[src/rtl/slc96_pkg.sv]
`timescale 1ns/1ps
package slc96_pkg;
  typedef enum logic {
    ROUTE_REG  = 1'b0,
    ROUTE_FIFO = 1'b1
  } route_e;

  localparam int DEF_FRAME_W   = 7;
  localparam int DEF_MF_FRAMES = 72;
  localparam int DEF_DL_FIRST  = 26;
  localparam int DEF_REG_W     = 8;
  localparam int DEF_NUM_REGS  = 3;
endpackage

[src/rtl/slc96_slot_dec.sv]
`timescale 1ns/1ps
module slc96_slot_dec #(
  parameter int FRAME_W   = 7,
  parameter int MF_FRAMES = 72,
  parameter int DL_FIRST  = 26,
  parameter int DL_BITS   = 24,
  parameter int POS_W     = $clog2(DL_BITS)
) (
  input  logic [FRAME_W-1:0] frame_i,
  input  logic               slot_i,
  output logic               dl_o,
  output logic [POS_W-1:0]   pos_o,
  output logic               first_o,
  output logic               last_o
);
  logic [FRAME_W-1:0] off;
  logic               in_rng;

  assign off    = frame_i - FRAME_W'(DL_FIRST);
  assign in_rng = !frame_i[0] && (frame_i >= FRAME_W'(DL_FIRST)) &&
                  (frame_i <= FRAME_W'(MF_FRAMES));
  assign dl_o    = slot_i && in_rng;
  assign pos_o   = POS_W'(off >> 1);
  assign first_o = slot_i && (frame_i == FRAME_W'(1));
  assign last_o  = slot_i && (frame_i == FRAME_W'(MF_FRAMES));
endmodule

[src/rtl/slc96_rx.sv]
`timescale 1ns/1ps
module slc96_rx
  import slc96_pkg::*;
#(
  parameter int FRAME_W   = 7,
  parameter int MF_FRAMES = 72,
  parameter int DL_FIRST  = 26,
  parameter int DL_BITS   = 24
) (
  input  logic               clk_i,
  input  logic               rst_ni,
  input  route_e             route_i,
  input  logic [FRAME_W-1:0] frame_i,
  input  logic               slot_i,
  input  logic               bit_i,
  output logic [DL_BITS-1:0] data_o,
  output logic               mfb_irq_o,
  output logic               fifo_we_o,
  output logic               fifo_bit_o
);
  localparam int POS_W = $clog2(DL_BITS);

  logic             dl, first, last;
  logic [POS_W-1:0] pos;
  logic [DL_BITS-1:0] sh_q, sh_d;
  logic             to_reg;

  slc96_slot_dec #(
    .FRAME_W(FRAME_W), .MF_FRAMES(MF_FRAMES), .DL_FIRST(DL_FIRST),
    .DL_BITS(DL_BITS), .POS_W(POS_W)
  ) u_dec (
    .frame_i(frame_i), .slot_i(slot_i), .dl_o(dl), .pos_o(pos),
    .first_o(first), .last_o(last)
  );

  assign to_reg = dl && (route_i == ROUTE_REG);

  always_comb begin
    sh_d = sh_q;
    for (int i = 0; i < DL_BITS; i++) begin
      if (to_reg && (pos == POS_W'(i))) sh_d[i] = bit_i;
    end
  end

  always_ff @(posedge clk_i or negedge rst_ni) begin
    if (!rst_ni) begin
      sh_q       <= '0;
      data_o     <= '0;
      mfb_irq_o  <= 1'b0;
      fifo_we_o  <= 1'b0;
      fifo_bit_o <= 1'b0;
    end else begin
      sh_q       <= sh_d;
      if (to_reg && last) data_o <= sh_d; // publish incl. final bit
      mfb_irq_o  <= last;
      fifo_we_o  <= dl && (route_i == ROUTE_FIFO);
      fifo_bit_o <= bit_i;
    end
  end


  rx_data_hold_chk: assert property (@(posedge clk_i) disable iff (!rst_ni)
    !(slot_i && frame_i == FRAME_W'(MF_FRAMES) && route_i == ROUTE_REG)
    |=> $stable(data_o));

  rx_irq_pulse_chk: assert property (@(posedge clk_i) disable iff (!rst_ni)
    mfb_irq_o |=> !mfb_irq_o);

  rx_fifo_path_chk: assert property (@(posedge clk_i) disable iff (!rst_ni)
    (dl && route_i == ROUTE_FIFO)
    |=> fifo_we_o && fifo_bit_o == $past(bit_i) && $stable(data_o));

  rx_no_dl_idle_chk: assert property (@(posedge clk_i) disable iff (!rst_ni)
    (!slot_i || frame_i[0]) |=> !fifo_we_o);
  logic unused_first;
  assign unused_first = first;
endmodule

[src/rtl/slc96_tx.sv]
`timescale 1ns/1ps
module slc96_tx
  import slc96_pkg::*;
#(
  parameter int FRAME_W   = 7,
  parameter int MF_FRAMES = 72,
  parameter int DL_FIRST  = 26,
  parameter int DL_BITS   = 24
) (
  input  logic               clk_i,
  input  logic               rst_ni,
  input  route_e             route_i,
  input  logic               en_i,
  input  logic [FRAME_W-1:0] frame_i,
  input  logic               slot_i,
  input  logic [DL_BITS-1:0] data_i,
  input  logic               fifo_bit_i,
  output logic               fifo_re_o,
  output logic               bit_o,
  output logic               mfb_irq_o
);
  localparam int POS_W = $clog2(DL_BITS);

  logic             dl, first, last;
  logic [POS_W-1:0] pos;
  logic [DL_BITS-1:0] sh_q;
  logic             sh_bit;

  slc96_slot_dec #(
    .FRAME_W(FRAME_W), .MF_FRAMES(MF_FRAMES), .DL_FIRST(DL_FIRST),
    .DL_BITS(DL_BITS), .POS_W(POS_W)
  ) u_dec (
    .frame_i(frame_i), .slot_i(slot_i), .dl_o(dl), .pos_o(pos),
    .first_o(first), .last_o(last)
  );

  always_ff @(posedge clk_i or negedge rst_ni) begin
    if (!rst_ni) begin
      sh_q      <= '0;
      mfb_irq_o <= 1'b0;
    end else begin
      if (first && en_i) sh_q <= data_i;
      mfb_irq_o <= first && en_i;
    end
  end

  always_comb begin
    sh_bit = 1'b1;
    for (int i = 0; i < DL_BITS; i++) begin
      if (pos == POS_W'(i)) sh_bit = sh_q[i];
    end
  end

  assign fifo_re_o = en_i && dl && (route_i == ROUTE_FIFO);
  assign bit_o     = !(en_i && dl) ? 1'b1 :
                     (route_i == ROUTE_FIFO) ? fifo_bit_i : sh_bit;


  tx_disabled_idle_chk: assert property (@(posedge clk_i) disable iff (!rst_ni)
    !en_i |-> bit_o && !fifo_re_o);

  tx_irq_cause_chk: assert property (@(posedge clk_i) disable iff (!rst_ni)
    mfb_irq_o |-> $past(en_i && slot_i && frame_i == FRAME_W'(1)));

  tx_fifo_bit_chk: assert property (@(posedge clk_i) disable iff (!rst_ni)
    fifo_re_o |-> bit_o == fifo_bit_i && route_i == ROUTE_FIFO);

  tx_no_slot_idle_chk: assert property (@(posedge clk_i) disable iff (!rst_ni)
    !slot_i |-> bit_o && !fifo_re_o);
  logic unused_last;
  assign unused_last = last;
endmodule

[src/rtl/slc96_dl_access.sv]
`timescale 1ns/1ps
module slc96_dl_access
  import slc96_pkg::*;
#(
  parameter int FRAME_W   = DEF_FRAME_W,
  parameter int MF_FRAMES = DEF_MF_FRAMES,
  parameter int DL_FIRST  = DEF_DL_FIRST,
  parameter int REG_W     = DEF_REG_W,
  parameter int NUM_REGS  = DEF_NUM_REGS
) (
  input  logic                        clk_i,
  input  logic                        rst_ni,
  input  logic                        fifo_mode_i,
  input  logic [FRAME_W-1:0]          rx_frame_i,
  input  logic                        rx_slot_i,
  input  logic                        rx_bit_i,
  output logic [REG_W*NUM_REGS-1:0]   rx_data_o,
  output logic                        rx_mfb_irq_o,
  output logic                        rx_fifo_we_o,
  output logic                        rx_fifo_bit_o,
  input  logic [FRAME_W-1:0]          tx_frame_i,
  input  logic                        tx_slot_i,
  input  logic                        tx_en_i,
  input  logic [REG_W*NUM_REGS-1:0]   tx_data_i,
  input  logic                        tx_fifo_bit_i,
  output logic                        tx_fifo_re_o,
  output logic                        tx_bit_o,
  output logic                        tx_mfb_irq_o
);
  localparam int DL_BITS = REG_W * NUM_REGS;

  route_e route;
  assign route = fifo_mode_i ? ROUTE_FIFO : ROUTE_REG;

  slc96_rx #(
    .FRAME_W(FRAME_W), .MF_FRAMES(MF_FRAMES), .DL_FIRST(DL_FIRST), .DL_BITS(DL_BITS)
  ) u_rx (
    .clk_i(clk_i), .rst_ni(rst_ni), .route_i(route),
    .frame_i(rx_frame_i), .slot_i(rx_slot_i), .bit_i(rx_bit_i),
    .data_o(rx_data_o), .mfb_irq_o(rx_mfb_irq_o),
    .fifo_we_o(rx_fifo_we_o), .fifo_bit_o(rx_fifo_bit_o)
  );

  slc96_tx #(
    .FRAME_W(FRAME_W), .MF_FRAMES(MF_FRAMES), .DL_FIRST(DL_FIRST), .DL_BITS(DL_BITS)
  ) u_tx (
    .clk_i(clk_i), .rst_ni(rst_ni), .route_i(route), .en_i(tx_en_i),
    .frame_i(tx_frame_i), .slot_i(tx_slot_i), .data_i(tx_data_i),
    .fifo_bit_i(tx_fifo_bit_i), .fifo_re_o(tx_fifo_re_o),
    .bit_o(tx_bit_o), .mfb_irq_o(tx_mfb_irq_o)
  );
endmodule

[config.mk]
export PLATFORM = sky130hd
export DESIGN_NAME = slc96_dl_access
export DESIGN_NICKNAME = d
export VERILOG_FILES = /design/src/rtl/slc96_pkg.sv /design/src/rtl/slc96_slot_dec.sv /design/src/rtl/slc96_rx.sv /design/src/rtl/slc96_tx.sv /design/src/rtl/slc96_dl_access.sv
export SDC_FILE = /design/constraint.sdc
export NUM_CORES = 1
export LEC_CHECK = 0
export ABC_AREA = 1
export ABC_CLOCK_PERIOD_IN_PS = 3600
export BUFFER_PORTS_ARGS = -buffer_cell sky130_fd_sc_hd__buf_2
export CORE_AREA = 10 10 121 123
export CTS_BUF_LIST = sky130_fd_sc_hd__clkbuf_16
export CTS_CLUSTER_DIAMETER = 100
export DETAILED_ROUTE_END_ITERATION = 16
export DIE_AREA = 0 0 131 133
export GPL_TIMING_DRIVEN = 0
export PLACE_DENSITY = 0.45
export SYNTH_ARGS = -nofsm -noshare
export SYNTH_HDL_FRONTEND = slang
export SYNTH_SLANG_ARGS = --single-unit
export TNS_END_PERCENT = 30
[constraint.sdc]
create_clock -name clk_i -period 3.6 [get_ports clk_i]
set_input_delay 0 -clock clk_i [delete_from_list [all_inputs] [get_ports clk_i]]
set_output_delay 0 -clock clk_i [all_outputs]
set_load 0.01 [all_outputs]
==> impl_metrics.json <==
{
  "syn_nets": 491,
  "critPathMaxFanout": 7,
  "drt_iter0_drc": 219,
  "cts_buffer_depth": 2,
  "worst_pin_slew_ps": 471,
  "synth.most_common_cell": "nand2_1",
  "post_drt_wl_per_cell_um": 14.1,
  "areaGrowthSynthToFinish_pct": 34.7,
  "ys_seq_elements": 75,
  "fin_skew_ps": 1.29,
  "ant_nets": 0,
  "grt_pass1_vias": 3378,
  "ys_seq_area_share_pct": 52.3,
  "holdCritPathClass": "input pin to flop",
  "cp_cell_sequence": "buf_2, nor2_1, inv_1, nor2_1, nor2_1, nor2_1, nand3_1, o21ai_0, inv_1, nand2_1, nand2_1, nand3_1, nand2_1, nand4_1, nand2_1, nand4_1, nand2_1, nand4_1, nand2_1, buf_2",
  "clock-sinks": 75,
  "route.detailed.drc": 0,
  "finalSetupViolCount": 0,
  "die_w_um": 131,
  "dr.pass1.iters": 4,
  "fin_nets": 606,
  "synth_area_um2": 3590,
  "synth_common_cells": "nand2_1, dfrtp_1, inv_1, nor2_1, o21ai_0",
  "drive_gt1_share_pct": 18.9,
  "core_area_um2": 12400,
  "track_usage_pct": 12.5,
  "die_y_um": 133,
  "netlist_instances": 445,
  "num_rows": 41,
  "max_clock_freq_mhz": 440,
  "crit_buf_inv": 4,
  "min-delay-start": "fifo_mode_i",
  "hold_ws_ps": 13.8,
  "synthArstFlopShare_pct": 100,
  "cts.htree.levels": 3,
  "synthDistinctLibCells": 30,
  "dpl.hpwl_um": 7880,
  "critPathRequiredTime_ps": 3600,
  "r2r-start": "u_rx.sh_q[2]",
  "io_pins": 76,
  "postCtsHoldBufs": 29,
  "min_period_ps": 2270,
  "cts_tree": "yes",
  "syn_avg_cell_area_um2": 8.07,
  "crit_start": "tx_frame_i[1]",
  "portBuffers": 74,
  "grt_first_pass_wirelength_um": 17000,
  "vias_per_cell": 4.41,
  "via_count": 3247,
  "critPathKind": "input pin to output pin",
  "outcome": "finished clean",
  "cap_violations": 0,
  "start_util_pct": 29.0,
  "cts_setup_buffers": 0,
  "yosys_most_used_dff": "dfrtp_1",
  "synth_edf_count": 0,
  "antenna_found_initial": 0,
  "numCtsBuffers": 9,
  "routed_wl_um": 10400,
  "slew_headroom_pct": 68.5,
  "start_kind": "input pin",
  "synth_area_leaders": "dfrtp_1, nand2_1, inv_1, nor2_1, o21ai_0",
  "rsz0062_at_grt": "no",
  "setup_tns_ps": 0,
  "clock_latency_ps": 340,
  "synth.top_cell.area_share_pct": 52.3,
  "grt_max_degree": 70,
  "die_area_um2": 17400,
  "critPathMaxStageDelay_ps": 320,
  "vdd_drop_max_mv": 0.207,
  "arrival_ps": 2270,
  "hold_violations": 0,
  "multiInputGateArea_um2": 1480,
  "min_period_over_period_pct": 63.1,
  "clockRootBuffer": "clkbuf_16",
  "synth_top_area_cell": "dfrtp_1",
  "place_congestion": 0.837,
  "slowest_stage": "nor2_1",
  "endpoint_kind": "output pin",
  "grt_overflow": 0,
  "nFillCells": 1302,
  "clk_pin_slew_ps": 50,
  "cp_top_family": "simple AND/OR/NAND/NOR gates",
  "drv_slew": 0,
  "powerDensity_nw_per_um2": 448,
  "n_antenna_cell": 0,
  "yosys_warnings": 0,
  "cp_common_cell": "nand2_1",
  "p_leak_nw": 2.54,
  "seqCellArea_um2": 1880,
  "cts_resized": 0
}
[where the power goes]
| part | switching [mW] | leakage, nW | total [mW] | internal [mW] |
|---|---|---|---|---|
| Clock | 0.371 | 0.165 | 1.05 | 0.676 |
| Combinational | 0.135 | 1.40 | 0.220 | 0.0843 |
| Sequential | 0.0144 | 0.980 | 0.898 | 0.884 |
| Total | 0.521 | 2.54 | 2.16 | 1.64 |
[worst min-delay path, stage by stage]
cell and delay (ps):
buf_2 90, inv_1 100, nor2_1 120
[stage by stage]
step           instance area (µm²)  utilization, %  setup slack (ps)  power (mW)  std cells
5_1_grt                       4840            39.1              1040        2.26        737
3_3_place_gp                  4180            33.8              1360        1.11        691
4_1_cts                       4840            39.1              1370        2.19        737
6_report                      4840            39.1              1330        2.16        737
3_5_place_dp                  4210            34.0              1370        1.11        692
2_1_floorplan                 3590               -              1950        1.02        445
[sequential cells by signal, summed over array words and instances, names as in the netlist]
signal           flops
u_tx.mfb_irq_o       1
u_rx.mfb_irq_o       1
u_rx.sh_q           23
u_rx.data_o         24
u_rx.fifo_bit_o      1
u_rx.fifo_we_o       1
u_tx.sh_q           24
[layer usage]
| metal | GRT usage [%] | vias up | routed length, µm |
|---|---|---|---|
| met5 | 0 | - | 0 |
| met2 | 20.0 | 96 | 4940 |
| li1 | - | 1671 | - |
| met4 | 5.25 | 0 | 200 |
| met3 | 4.04 | 13 | 851 |
| met1 | 15.1 | 1467 | 4430 |
[layout by cell type, fill, tap and decap left out, types with 3 or more instances in the layout]
cell type	Yosys	routed
nor2_1	32	32
nor3_1	8	8
nor3_4	4	4
inv_1	46	46
buf_2	2	75
o21ai_1	4	4
nand4_1	11	11
inv_2	3	3
bufinv_16	0	3
nand2_1	163	163
clkinv_1	1	3
nor2_4	4	4
a21oi_1	15	15
clkbuf_1	8	8
nand3_1	18	18
a31oi_1	15	15
clkbuf_16	0	9
o21ai_0	23	23
dfrtp_1	75	75
dlygate4sd3_1	0	29
[area by class of cell]
class / count / share of cell area [%]
clock inverter: 7 / 2.38
multi-input combinational: 309 / 30.7
buffer: 11 / 0.905
timing repair buffer: 104 / 14.3
sequential: 75 / 38.8
clock buffer: 9 / 4.66
inverter: 50 / 3.88
tap: 172 / 4.45
[worst paths after layout]
path	endpoint	slack (ps)	depth (start not counted)
setup / recovery	tx_bit_o	1330	20
hold / removal	u_rx.fifo_we_o	10	3
setup reg to reg	u_rx.data_o[2]	2760	4
hold reg to reg	u_rx.data_o[23]	470	2
max in group asynchronous	u_tx.sh_q[12]	3030	3
min in group asynchronous	u_tx.sh_q[11]	20	2
[logic make-up (layout without fill, tap and decap cells)]
kind of cell	Yosys count	in the layout	synth area share (%)
buf+inv	61	181	6.45
flops	75	75	52.3
simple gates	247	247	31.2
compound gates	61	61	9.90
xor+xnor	1	1	0.244
(Power assumes the default switching activity.)
